===== config.mk =====
export PLATFORM = sky130hd
export DESIGN_NAME = synth_ser_regif
export DESIGN_NICKNAME = d
export VERILOG_FILES = /design/src/rtl/synth_regif_pkg.sv /design/src/rtl/synth_ser_sync.sv /design/src/rtl/synth_ser_shift.sv /design/src/rtl/synth_bs_timer.sv /design/src/rtl/synth_pd_ctrl.sv /design/src/rtl/synth_ser_regif.sv
export SDC_FILE = /design/constraint.sdc
export NUM_CORES = 1
export LEC_CHECK = 0
export BUFFER_PORTS_ARGS = -buffer_cell sky130_fd_sc_hd__buf_2
export CORE_MARGIN = 2
export CORE_UTILIZATION = 60
export CTS_CLUSTER_DIAMETER = 200
export CTS_CLUSTER_SIZE = 20
export DETAILED_ROUTE_END_ITERATION = 8
export PLACE_DENSITY_LB_ADDON = 0.2
export SYNTH_ARGS = -nofsm -noshare
export SYNTH_HDL_FRONTEND = slang
export SYNTH_SLANG_ARGS = --single-unit

===== constraint.sdc =====
create_clock -name clk -period 3.3 [get_ports clk]
set_input_delay 0 -clock clk [delete_from_list [all_inputs] [get_ports clk]]
set_output_delay 0 -clock clk [all_outputs]
set_load 0.1 [all_outputs]

===== src/rtl/synth_regif_pkg.sv =====
package synth_regif_pkg;

    localparam int WORD_W    = 24;
    localparam int REF_W     = 14;
    localparam int SWL_W     = 5;
    localparam int MAIN_W    = 13;
    localparam int BSSEL_W   = 2;
    localparam int PRE_W     = 2;
    localparam int BS_CYCLES = 5;
    localparam int PD_EDGES  = 2;
    localparam int BSPRE_W   = (1 << BSSEL_W) - 1;

    // field positions
    localparam int CTRL_GAIN_BIT   = 10;
    localparam int CTRL_PDREQ_BIT  = 20;
    localparam int CTRL_PDGATE_BIT = 21;
    localparam int CTRL_PRE_LSB    = 22;
    localparam int REF_VAL_LSB     = 2;
    localparam int REF_BSSEL_LSB   = 20;
    localparam int NC_SWL_LSB      = 2;
    localparam int NC_MAIN_LSB     = 8;
    localparam int NC_GAIN_BIT     = 21;

    typedef enum logic [1:0] {
        DST_CTRL = 2'b00,
        DST_REF  = 2'b01,
        DST_NCNT = 2'b10,
        DST_TEST = 2'b11
    } dest_e;

    typedef enum logic [1:0] {
        SEQ_WAIT_REF,
        SEQ_WAIT_CTRL,
        SEQ_WAIT_NCNT,
        SEQ_READY
    } seq_e;

    typedef struct packed {
        logic [PRE_W-1:0] pre;
        logic             pd_gate;
        logic             pd_req;
        logic             gain;
    } ctrl_fields_t;

    function automatic dest_e word_dest(input logic [WORD_W-1:0] w);
        return dest_e'(w[1:0]);
    endfunction

    function automatic logic [BSPRE_W-1:0] bs_mask(input logic [BSSEL_W-1:0] sel);
        logic [BSPRE_W-1:0] m;
        m = '0;
        for (int i = 0; i < BSPRE_W; i++) begin
            if (i < int'(sel)) m[i] = 1'b1;
        end
        return m;
    endfunction

    function automatic ctrl_fields_t ctrl_decode(input logic [WORD_W-1:0] w);
        ctrl_fields_t f;
        f.pre     = w[CTRL_PRE_LSB +: PRE_W];
        f.pd_gate = w[CTRL_PDGATE_BIT];
        f.pd_req  = w[CTRL_PDREQ_BIT];
        f.gain    = w[CTRL_GAIN_BIT];
        return f;
    endfunction

endpackage


===== src/rtl/synth_ser_sync.sv =====
module synth_ser_sync #(
    parameter int N = 3
) (
    input  logic         clk,
    input  logic         rst,
    input  logic [N-1:0] async_i,
    output logic [N-1:0] lvl_o,
    output logic [N-1:0] rise_o
);
    genvar g;
    generate
        for (g = 0; g < N; g++) begin : g_line
            logic s1, s2, s3;
            always_ff @(posedge clk) begin
                if (rst) begin
                    s1 <= 1'b0;
                    s2 <= 1'b0;
                    s3 <= 1'b0;
                end else begin
                    s1 <= async_i[g];
                    s2 <= s1;
                    s3 <= s2;
                end
            end
            assign lvl_o[g]  = s2;
            assign rise_o[g] = s2 & ~s3;
        end
    endgenerate
endmodule


===== src/rtl/synth_ser_shift.sv =====
module synth_ser_shift #(
    parameter int W = 24
) (
    input  logic         clk,
    input  logic         rst,
    input  logic         shift_en,
    input  logic         bit_i,
    output logic [W-1:0] word_o
);
    always_ff @(posedge clk) begin
        if (rst)           word_o <= '0;
        else if (shift_en) word_o <= {word_o[W-2:0], bit_i};
    end
endmodule


===== src/rtl/synth_bs_timer.sv =====
module synth_bs_timer
    import synth_regif_pkg::*;
(
    input  logic               clk,
    input  logic               rst,
    input  logic               start,
    input  logic               hold,
    input  logic               tick,
    input  logic [BSSEL_W-1:0] sel,
    output logic               active_o
);
    localparam int CNT_W = $clog2(BS_CYCLES);

    logic [BSPRE_W-1:0] pre_q;
    logic [CNT_W-1:0]   cnt_q;
    logic [BSPRE_W-1:0] mask;
    logic               bs_edge;

    assign mask    = bs_mask(sel);
    assign bs_edge = tick && ((pre_q & mask) == mask);

    always_ff @(posedge clk) begin
        if (rst || hold) begin
            active_o <= 1'b0;
            pre_q    <= '0;
            cnt_q    <= '0;
        end else if (start) begin
            active_o <= 1'b1;
            pre_q    <= '0;
            cnt_q    <= '0;
        end else if (active_o && tick) begin
            if (bs_edge) begin
                pre_q <= '0;
                if (cnt_q == CNT_W'(BS_CYCLES - 1)) begin
                    active_o <= 1'b0;
                    cnt_q    <= '0;
                end else begin
                    cnt_q <= cnt_q + 1'b1;
                end
            end else begin
                pre_q <= pre_q + 1'b1;
            end
        end
    end
endmodule


===== src/rtl/synth_pd_ctrl.sv =====
module synth_pd_ctrl
    import synth_regif_pkg::*;
(
    input  logic clk,
    input  logic rst,
    input  logic ctrl_wr,
    input  logic pd_req,
    input  logic pd_gate,
    input  logic chip_en,
    input  logic tick,
    output logic pwr_down_o
);
    localparam int EW = $clog2(PD_EDGES + 1);

    logic          imm_q;
    logic          armed_q;
    logic          sync_dn_q;
    logic [EW-1:0] edge_q;

    always_ff @(posedge clk) begin
        if (rst) begin
            imm_q     <= 1'b0;
            armed_q   <= 1'b0;
            sync_dn_q <= 1'b0;
            edge_q    <= '0;
        end else if (ctrl_wr) begin
            imm_q <= pd_req & ~pd_gate;
            if (pd_req && pd_gate) begin
                if (!sync_dn_q) begin
                    armed_q <= 1'b1;
                    edge_q  <= '0;
                end
            end else begin
                armed_q   <= 1'b0;
                sync_dn_q <= 1'b0;
            end
        end else if (armed_q && tick) begin
            if (edge_q == EW'(PD_EDGES - 1)) begin
                sync_dn_q <= 1'b1;
                armed_q   <= 1'b0;
            end else begin
                edge_q <= edge_q + 1'b1;
            end
        end
    end

    assign pwr_down_o = ~chip_en | imm_q | sync_dn_q;
endmodule


===== src/rtl/synth_ser_regif.sv =====
module synth_ser_regif
    import synth_regif_pkg::*;
(
    input  logic               clk,
    input  logic               rst,
    input  logic               ser_clk_i,
    input  logic               ser_data_i,
    input  logic               ser_le_i,
    input  logic               chip_en_i,
    input  logic               rdiv_tick_i,
    output logic [PRE_W-1:0]   prescaler_o,
    output logic [REF_W-1:0]   ref_div_o,
    output logic [SWL_W-1:0]   swallow_o,
    output logic [MAIN_W-1:0]  main_div_o,
    output logic [BSSEL_W-1:0] bs_div_sel_o,
    output logic               cp_gain_o,
    output logic               pwr_down_o,
    output logic               tune_disc_o,
    output logic               ready_o
);
    logic [2:0]        s_lvl, s_rise;
    logic [WORD_W-1:0] word_q;
    logic              word_stb;
    dest_e             dest;
    logic              wr_ctrl, wr_ref, wr_ncnt;
    ctrl_fields_t      cf;
    seq_e              seq_q;

    synth_ser_sync #(.N(3)) u_sync (
        .clk     (clk),
        .rst     (rst),
        .async_i ({ser_le_i, ser_data_i, ser_clk_i}),
        .lvl_o   (s_lvl),
        .rise_o  (s_rise)
    );

    synth_ser_shift #(.W(WORD_W)) u_shift (
        .clk      (clk),
        .rst      (rst),
        .shift_en (s_rise[0]),
        .bit_i    (s_lvl[1]),
        .word_o   (word_q)
    );

    assign word_stb = s_rise[2];
    assign dest     = word_dest(word_q);
    assign wr_ctrl  = word_stb && (dest == DST_CTRL);
    assign wr_ref   = word_stb && (dest == DST_REF);
    assign wr_ncnt  = word_stb && (dest == DST_NCNT);
    assign cf       = ctrl_decode(word_q);

    always_ff @(posedge clk) begin
        if (rst) begin
            prescaler_o  <= '0;
            ref_div_o    <= '0;
            swallow_o    <= '0;
            main_div_o   <= '0;
            bs_div_sel_o <= '0;
            cp_gain_o    <= 1'b0;
        end else begin
            if (wr_ctrl) begin
                prescaler_o <= cf.pre;
                cp_gain_o   <= cf.gain;
            end
            if (wr_ref) begin
                ref_div_o    <= word_q[REF_VAL_LSB +: REF_W];
                bs_div_sel_o <= word_q[REF_BSSEL_LSB +: BSSEL_W];
            end
            if (wr_ncnt) begin
                swallow_o  <= word_q[NC_SWL_LSB +: SWL_W];
                main_div_o <= word_q[NC_MAIN_LSB +: MAIN_W];
                cp_gain_o  <= word_q[NC_GAIN_BIT];
            end
        end
    end

    always_ff @(posedge clk) begin
        if (rst) begin
            seq_q <= SEQ_WAIT_REF;
        end else if (seq_q != SEQ_READY) begin
            if (wr_ref)
                seq_q <= SEQ_WAIT_CTRL;
            else if (wr_ctrl)
                seq_q <= (seq_q == SEQ_WAIT_CTRL) ? SEQ_WAIT_NCNT : SEQ_WAIT_REF;
            else if (wr_ncnt)
                seq_q <= (seq_q == SEQ_WAIT_NCNT) ? SEQ_READY : SEQ_WAIT_REF;
        end
    end
    assign ready_o = (seq_q == SEQ_READY);

    synth_pd_ctrl u_pd (
        .clk        (clk),
        .rst        (rst),
        .ctrl_wr    (wr_ctrl),
        .pd_req     (cf.pd_req),
        .pd_gate    (cf.pd_gate),
        .chip_en    (chip_en_i),
        .tick       (rdiv_tick_i),
        .pwr_down_o (pwr_down_o)
    );

    synth_bs_timer u_bs (
        .clk      (clk),
        .rst      (rst),
        .start    (wr_ncnt),
        .hold     (pwr_down_o),
        .tick     (rdiv_tick_i),
        .sel      (bs_div_sel_o),
        .active_o (tune_disc_o)
    );
endmodule


==> results of run 1 <==
## worst register-to-register path, delay by kind of cell (launching register included)
family	cells	cell delay, ns
flops	1	0.43
compound gates	1	0.07
simple gates	3	1.28
## final cells by class
| class | instances | area (sq um) | share of cell area |
|---|---|---|---|
| Clock buffer | 11 | 141 | 0.0393 |
| Clock inverter | 5 | 52.6 | 0.0146 |
| Inverter | 4 | 15.0 | 0.00417 |
| Multi-Input combinational cell | 270 | 1350 | 0.374 |
| Sequential cell | 83 | 1660 | 0.462 |
| Tap cell | 70 | 87.6 | 0.0243 |
| Timing Repair Buffer | 53 | 295 | 0.0820 |
## per-stage QoR
stage	hold WS [ns]	power [mW]	utilization	instance area (sq um)	worst slack [ns]
2_1_floorplan	0.128	1.08	-	3150	1.46
3_3_place_gp	0.208	1.09	0.661	3360	1.51
3_5_place_dp	0.216	1.09	0.661	3360	1.43
4_1_cts	0.0687	1.79	0.709	3600	1.40
5_1_grt	0.106	1.84	0.709	3600	1.12
6_report	0.0838	1.78	0.709	3600	1.39
## state kept, by name, indices dropped and copies added, names as in the netlist
name	cells
bs_div_sel_o	2
cp_gain_o	1
main_div_o	13
prescaler_o	2
ref_div_o	14
seq_q	2
swallow_o	5
u_bs.active_o	1
u_bs.cnt_q	3
u_bs.pre_q	3
u_pd.armed_q	1
u_pd.edge_q	2
u_pd.imm_q	1
u_pd.sync_dn_q	1
u_shift.word_o	24
u_sync.g_line.s1	3
u_sync.g_line.s2	3
u_sync.g_line.s3	2
## power by group through the flow
stage,Clock [mW],Combinational [mW],Sequential [mW]
after floorplan,0,0.0409,1.04
after global placement,0,0.0553,1.03
after detailed placement,0,0.0556,1.03
after CTS,0.718,0.0604,1.01
after global routing,0.761,0.0666,1.01
final,0.707,0.0607,1.01
## worst paths after layout
kind	cells after the start	slack, ns	to	start
worst min register to register	1	0.45	u_sync.g_line[0].s2	u_sync.g_line[0].s1
worst max-delay path	4	1.39	u_bs.pre_q[2]	u_sync.g_line[2].s2
worst max register to register	4	1.39	u_bs.pre_q[2]	u_sync.g_line[2].s2
worst min-delay path	4	0.08	u_bs.active_o	chip_en_i
## cells by family (layout without fill, tap and decap cells)
group / count (synthesis) / after routing / share of synthesized area
AND/OR/NAND/NOR: 178 / 178 / 0.256
AO/OA/AOI/OAI: 84 / 84 / 0.143
flip-flops: 83 / 83 / 0.528
buffers and inverters: 27 / 73 / 0.0449
adder cells (fa/ha/maj): 4 / 4 / 0.0159
multiplexers: 3 / 3 / 0.00954
XOR/XNOR: 1 / 1 / 0.00278
## routing by layer
metal,vias up,GRT usage,wire length [microns]
met5,-,0,0
met4,0,0.0836,96
met3,8,0.0498,288
met2,57,0.372,3020
met1,1169,0.299,2890
li1,1332,-,-
## cells in the final DEF (no fill, tap or decap), types with 2 or more instances in the layout
master and count:
o21ai_0 4, a21o_1 2, mux2i_1 3, nor2b_1 12, nor2_1 13, ha_1 4, clkbuf_8 10, nand3_1 4
nor3_1 4, dfxtp_1 83, buf_2 46, nand2b_1 2, dlygate4sd3_1 5, nand2_1 127, a21oi_1 69, buf_4 2
inv_1 4, nand3b_1 3, a211oi_1 2, and2_1 2, clkinv_2 3
==> run metrics, run 1 <==
max-cap violation count 0; CTS tree built; most numerous cell in the Yosys netlist nand2_1; cts hold-fix bufs 5; fillcell total around 430; Synth Instances 380; CTS Sinks 83; Initial DRC Count roughly 160; Async S/R FF share, synth 0; Yosys top cell by area dfxtp_1; Die W between 70 and 80 microns; non-filler cells, final just under 500; most used cell, CP nand2_1; Worst path slowest cell nand2_1; CP cell instances nor3b_1, nand2_1, nand2_1, a211oi_1; Yosys warning total 0; Synthesized Nets about 400; Via-to-Cell Ratio a little over 5; vias in the first global route about 2300; Commonest cells post-synth 127 x nand2_1, 83 x dfxtp_1, 69 x a21oi_1; clock tree root buffer cell clkbuf_8; synthesis-to-finish area growth 14.3%; CTS HTree Levels 3; leak pwr 1.34 nW; switch share 0.218; final hold vios 0; Seq/Total Area, Yosys 0.528; First-pass DRT Iterations 4; CP bufs+invs 0; clk_skew 0.00708 ns; worst setup path class reg -> reg; worst hold path type in -> reg; Slew HR 0.307; worst vdd ir between 0.0003 and 0.0004 V; Mapped Area approximately 0.0031 sq mm; CTS Buf Count 9; Port Buffer Count 46; Synth cell types 41; fin crit period between 1.5 and 2 ns; die height around 76 microns; Resized Gates After CTS 0; RSZ-0062 raised after global routing false; post-layout net count 432; Ports 47; # DRC 0; worst-skew pair later-pin latency 0.34 ns; layout cells sized above 1 0.164; setup bufs post-CTS 0; Critical Path RT ~3.5 ns; CP Capture Type register; Fin Setup TNS 0 ns; clock transition at the registers of the reported paths roughly 0.080 ns; Pins Over Slew Limit 0; Worst-Margin Slew approximately 1.0 ns; period utilization 0.579; Post-synth EDFFs 0; Post-DP HPWL around 4100 microns; Clock Tree Buf Depth 2; grt ovf 0; Combinational Power Share 0.034; GRT Util Overall 0.228; Synth top area share 0.528; Starting Density 0.621; Worst setup SP type register; family with the most delay on the worst path simple AND/OR/NAND/NOR gates; dominant cells by area after synthesis dfxtp_1 53%, nand2_1 15%, a21oi_1 11%; worst path arrival time about 2.1 ns; vias post-DR around 2600; Max Fclk between 0.5 and 0.6 GHz; ANT nets after route 0; GP Congestion approximately 0.84; ys flop type dfxtp_1; Routed WL per cell ~13 microns; Rows 26; P_sw slightly below 0.4 mW; core footprint approximately 0.005 sq mm; total wire length ~6300 microns; Slowest Stage Delay on Critical Path about 0.52 ns; initial antenna violation count 0; first-pass GRT wire length between 10000 and 15000 microns; die area a little under 0.006 sq mm; Reg power frac 0.568; worst-path fanout max 20; cell-internal power around 1.4 mW; # setup viols final 0; status complete, no violations; syn avg cell area roughly 8.3 sq um; largest net degree at the start of global routing 64; placed insts ~480; Clock Power Share 0.397; # diodes 0; power per standard cell area about 500 mW/mm^2; register bit total from synthesis 83
Note: power is estimated with default switching activity, not from simulation.
==> run 2: changes to the inputs <==
Settings changed: CORE_UTILIZATION 60 to 50.
Clock period 3.3 ns to 1.72 ns, I/O delays scaled along.
==> run 2 against run 1 <==
Maximum frequency up 22%. Combinational power up 98%. First-iteration DRC count down 25%. Sequential share of layout area down 1.0 points. Total power up 99%. Die area up 19%. Critical endpoint is now u_pd.edge_q[1].
==> run metrics, run 2 (synthesis results as in run 1) <==
Pins Over Slew Limit 0 (unchanged); CP Capture Type register; total wire length 6450 microns (+2.4%); GRT Util Overall 0.193 (-0.0355); fin crit period 1.56 ns (-0.347 ns); Top Registers u_shift.word_o: 24 flops, ref_div_o: 14 flops, main_div_o: 13 flops; switch share 0.215 (-0.00255); P_sw 0.761 mW (+97%); Worst-Margin Slew 0.564 ns (-0.470 ns); leading cell types in the layout, fill and taps excluded 127 x nand2_1, 81 x dfxtp_1, 69 x a21oi_1; Combinational Power Share 0.034 (about the same); Slowest Stage Delay on Critical Path 0.62 ns (+0.10 ns); Clock Power Share 0.418 (+0.021); Slew HR 0.624 (+0.316); Post-DP HPWL 4330 microns (+6.5%); vias post-DR 2600 (+1.3%); # diodes 0 (unchanged); Critical Path RT 1.99 ns (-1.52 ns); Ports 47 (unchanged); Fin Setup TNS 0 ns (unchanged); Rows 28 (+7.7%); Reg2Reg Setup Slack 0.16 ns (-1.23 ns); clk_skew 0.00889 ns (+0.00181 ns); non-filler cells, final 510 (+2.8%); post-layout net count 441 (+2.1%); vias in the first global route 2365 (+2.2%); max-cap violation count 0 (unchanged); core footprint 0.00599 sq mm (+18%); worst vdd ir 0.000540 V (+71%); Worst setup SP type register; Routed WL per cell 12.6 microns (-0.45%); CTS HTree Levels 3 (unchanged); initial antenna violation count 0 (unchanged); CTS Buf Count 9 (unchanged); GP Congestion 0.806 (-4.2%); Worst path slowest cell or4_2; layout cells sized above 1 0.189 (+0.0242); Die W 83.4 microns (+9.0%); Port Buffer Count 46 (unchanged); CP cell instances nor4b_4, buf_4, or4_2, o31ai_2; period utilization 0.909 (+0.330); power per standard cell area 960 mW/mm^2 (+94%); die height 83.4 microns (+9.0%); Initial DRC Count 117 (-25%); cell-internal power 2.78 mW (+100%); Max Fclk 0.640 GHz (+22%); final hold vios 0 (unchanged); first-pass GRT wire length 10900 microns (+0.52%); worst-skew pair later-pin latency 0.35 ns (about the same); most common cell after layout, fill and taps aside nand2_1; Biggest register u_shift.word_o; RSZ-0062 raised after global routing false; setup bufs post-CTS 0 (unchanged); Reg power frac 0.548 (-0.020); clock tree root buffer cell clkbuf_8; synthesis-to-finish area growth 17.1%; Starting Density 0.526 (-0.0949); status complete, no violations; Via-to-Cell Ratio 5.10 (-1.5%); clock transition at the registers of the reported paths 0.08 ns (about the same); die area 0.00695 sq mm (+19%); # setup viols final 0 (unchanged); worst hold path type in -> reg; ANT nets after route 0 (unchanged); First-pass DRT Iterations 4 (unchanged); largest net degree at the start of global routing 57 (-11%); placed insts 490 (+3.2%); # DRC 0 (unchanged); grt ovf 0 (unchanged); max reg flops 24 (unchanged); CTS Sinks 83 (unchanged); worst-path fanout max 9 (-55%); leak pwr 1.39 nW (+4.3%); worst path arrival time 1.84 ns (-0.28 ns); worst setup path class reg -> reg; Clock Tree Buf Depth 2 (unchanged); CTS tree built
## run 2: path summary, 6_finish.rpt
kind                                          start                 to  cells past startpoint
worst min register to register  u_sync.g_line[1].s2  u_shift.word_o[0]                      2
worst min-delay path                      chip_en_i      u_bs.active_o                      4
worst max-delay path              u_shift.word_o[1]     u_pd.edge_q[1]                      4
worst max register to register    u_shift.word_o[1]     u_pd.edge_q[1]                      4
## run 2: routing by layer
metal,GRT usage,vias up,routed length (microns)
met4,0.0715,0,89
li1,-,1355,-
met5,0,-,0
met1,0.256,1185,3130
met2,0.301,51,2930
met3,0.0497,9,295
## run 2: critical path, delay by kind of cell (launching register included)
family	cells	cell delay, ns
AND/OR/NAND/NOR	2	0.72
flip-flops	1	0.52
AO/OA/AOI/OAI	1	0.08
buffers and inverters	1	0.18
## run 2: power groups by stage
stage | logic, mW | clock network (mW) | registers, mW
finish | 0.120 | 1.48 | 1.94
global route | 0.132 | 1.57 | 1.94
CTS | 0.121 | 1.50 | 1.94
detailed placement | 0.114 | 0 | 1.99
global placement | 0.113 | 0 | 1.99
floorplan | 0.0785 | 0 | 1.99
## run 2: what timing repair did
action | in CTS | in global routing
gates resized for setup | 0 | 0
hold endpoints to repair | 4 | 0
hold buffers | 4 | 0
setup endpoints to repair | 0 | 0
## run 2: stage by stage
stage          hold slack (ns)  worst slack [ns]  power (mW)  utilization  cell area (sq um)
2_1_floorplan            0.128            0.0144        2.07            -               3150
4_1_cts                 0.0473             0.153        3.56        0.615               3690
5_1_grt                 0.0699            0.0970        3.65        0.615               3690
3_3_place_gp             0.212             0.207        2.10        0.574               3440
3_5_place_dp             0.216             0.175        2.10        0.574               3440
6_report                0.0540             0.157        3.54        0.615               3690
## run 2: cell type report
class,instances,area (sq um)
clock inverter,6,80.1
clock buffer,10,128
inverter,4,15.0
tap,75,93.8
multi-input combinational,270,1350
sequential,83,1660
fill,551,2300
timing repair buffer,62,360
==> run 3: changes to the inputs <==
Settings changed: RECOVER_POWER from default to 50.
==> run 3 against run 2 <==
Global-route usage unchanged. Critical path depth unchanged. Wire length decreased by 0.28%. Largest power group unchanged. Worst hold slack got worse by 0.0023 ns. Sequential share of layout area increased by 0.12 points. Maximum frequency decreased by 0.59%. Clock-buffer cell count unchanged. Core utilization decreased by 0.17 points. Largest cell class unchanged. Critical endpoint unchanged. Clock skew about the same. Design area decreased by 0.27%.
==> run metrics, run 3 (synthesis results as in run 1) <==
status complete, no violations; Slew HR 0.273 (-0.351); max reg flops 24 (unchanged); CTS tree built; max-cap violation count 0 (unchanged); clock tree root buffer cell clkbuf_8; CTS Sinks 83 (unchanged); Starting Density 0.526 (unchanged); worst setup path class reg -> reg; Hold Path Depth 4 (unchanged); ANT nets after route 0 (unchanged); worst-skew pair later-pin latency 0.35 ns (about the same); RSZ-0062 raised after global routing false; worst-path fanout max 9 (unchanged); Fin Setup TNS 0 ns (unchanged); layout cells sized above 1 0.184 (-0.00460); Biggest register u_shift.word_o; setup bufs post-CTS 0 (unchanged); die height 83.4 microns (unchanged); CP cell instances nor4b_4, buf_4, or4_2, o31ai_2; Critical Path RT 1.98 ns (about the same); most common cell after layout, fill and taps aside nand2_1; Hold EP u_bs.active_o; clk_skew 0.00839 ns (-0.000498 ns); power per standard cell area 963 mW/mm^2 (+0.38%); First-pass DRT Iterations 4 (unchanged); total power 3.54 mW (+0.10%); period utilization 0.914 (+0.00536); worst flop-to-flop path startpoint u_shift.word_o[1]; Worst path slowest cell or4_2; leak pwr 1.35 nW (-3.2%); Worst Reg-to-Reg Cells 4 (unchanged); die area 0.00695 sq mm (unchanged); leading cell types in the layout, fill and taps excluded 127 x nand2_1, 81 x dfxtp_1, 69 x a21oi_1; final hold vios 0 (unchanged); GP Congestion 0.806 (unchanged); Clock Tree Buf Depth 2 (unchanged); Post-DP HPWL 4330 microns (unchanged); worst hold path type in -> reg; Max Fclk 0.636 GHz (-0.59%); first-pass GRT wire length 10900 microns (unchanged); CTS Buf Count 9 (unchanged); # diodes 0 (unchanged); worst path arrival time 1.84 ns (about the same); synthesis-to-finish area growth 16.8%; Via-to-Cell Ratio 5.10 (about the same); total wire length 6430 microns (-0.28%); Ports 47 (unchanged); CTS HTree Levels 3 (unchanged); Initial DRC Count 111 (-5.1%); clock transition at the registers of the reported paths 0.08 ns (about the same); worst vdd ir 0.000539 V (-0.16%); initial antenna violation count 0 (unchanged); GRT Util Overall 0.193 (unchanged); FF-to-FF End u_pd.edge_q[1]; vias in the first global route 2365 (unchanged); Pins Over Slew Limit 0 (unchanged); Rows 28 (unchanged); core footprint 0.00599 sq mm (unchanged); vias post-DR 2602 (+0.077%); Worst setup SP type register; Slowest Stage Delay on Critical Path 0.62 ns (about the same); Port Buffer Count 46 (unchanged); # setup viols final 0 (unchanged); Routed WL per cell 12.6 microns (-0.28%); post-layout net count 441 (unchanged); CP Capture Type register; Top Registers u_shift.word_o: 24 flops, ref_div_o: 14 flops, main_div_o: 13 flops; Worst-Margin Slew 1.09 ns (+0.527 ns); Die W 83.4 microns (unchanged); fillcell total 556 (+0.91%); min-delay src chip_en_i; # DRC 0 (unchanged); Reg2Reg Setup Slack 0.15 ns (about the same); fin crit period 1.57 ns (+0.00921 ns); grt ovf 0 (unchanged); largest net degree at the start of global routing 57 (unchanged)
## run 3: cell types whose count changed in the layout (fill, tap and decap cells not counted), sizes merged
| cell | before | now |
|---|---|---|
| buf | 58 | 17 |
| clkbuf | 10 | 51 |
## run 3: layer usage
metal / up-vias / share of wire / track usage / routed length (microns)
met5: - / 0 / 0 / 0
met1: 1184 / 0.48 / 0.256 / 3120
li1: 1355 / - / - / -
met3: 12 / 0.042 / 0.0497 / 267
met2: 51 / 0.46 / 0.301 / 2950
met4: 0 / 0.016 / 0.0715 / 102
## run 3: timing repair
item,4_1_cts,5_1_grt
resized for setup,0,0
endpoints found under the hold margin,4,0
endpoints found under the setup margin,0,0
hold buffers,4,0
## run 3: worst max path at each step
stage / start / endpoint / cells after the start
global route: u_shift.word_o[0] / bs_div_sel_o[0] / 3
detailed placement: u_shift.word_o[1] / u_pd.edge_q[1] / 4
CTS: u_shift.word_o[1] / u_pd.edge_q[1] / 4
floorplan: bs_div_sel_o[0] / u_bs.cnt_q[0] / 3
global placement: u_shift.word_o[1] / u_pd.edge_q[1] / 4
finish: u_shift.word_o[1] / u_pd.edge_q[1] / 4
## run 3: metrics by stage
stage               area (sq um)  std cells  setup slack (ns)  hold slack [ns]   util
global route                3680        510            0.0692           0.0762  0.614
global placement            3440        490             0.207            0.212  0.574
detailed placement          3440        490             0.175            0.216  0.574
CTS                         3690        510             0.153           0.0473  0.615
finish                      3680        510             0.147           0.0517  0.614
floorplan                   3150        380            0.0144            0.128      -
## run 3: layout make-up
class	instances	area, sq um	area share
Sequential cell	83	1660	0.453
Multi-Input combinational cell	270	1350	0.366
Timing Repair Buffer	62	350	0.0953
Clock buffer	10	128	0.0347
Tap cell	75	93.8	0.0255
Clock inverter	6	80.1	0.0218
Inverter	4	15.0	0.00408
## run 3: critical path: cells and delay by family, from the launching register on
kind | cells | cell delay (ns)
flops | 1 | 0.52
simple gates | 2 | 0.72
buf+inv | 1 | 0.17
compound gates | 1 | 0.08
## run 3: power breakdown
group | leakage [nW] | internal (mW) | switching (mW)
Clock | 0.110 | 0.808 | 0.677
Combinational | 0.570 | 0.0368 | 0.0814
Sequential | 0.671 | 1.93 | 0.00791
Total | 1.35 | 2.78 | 0.766
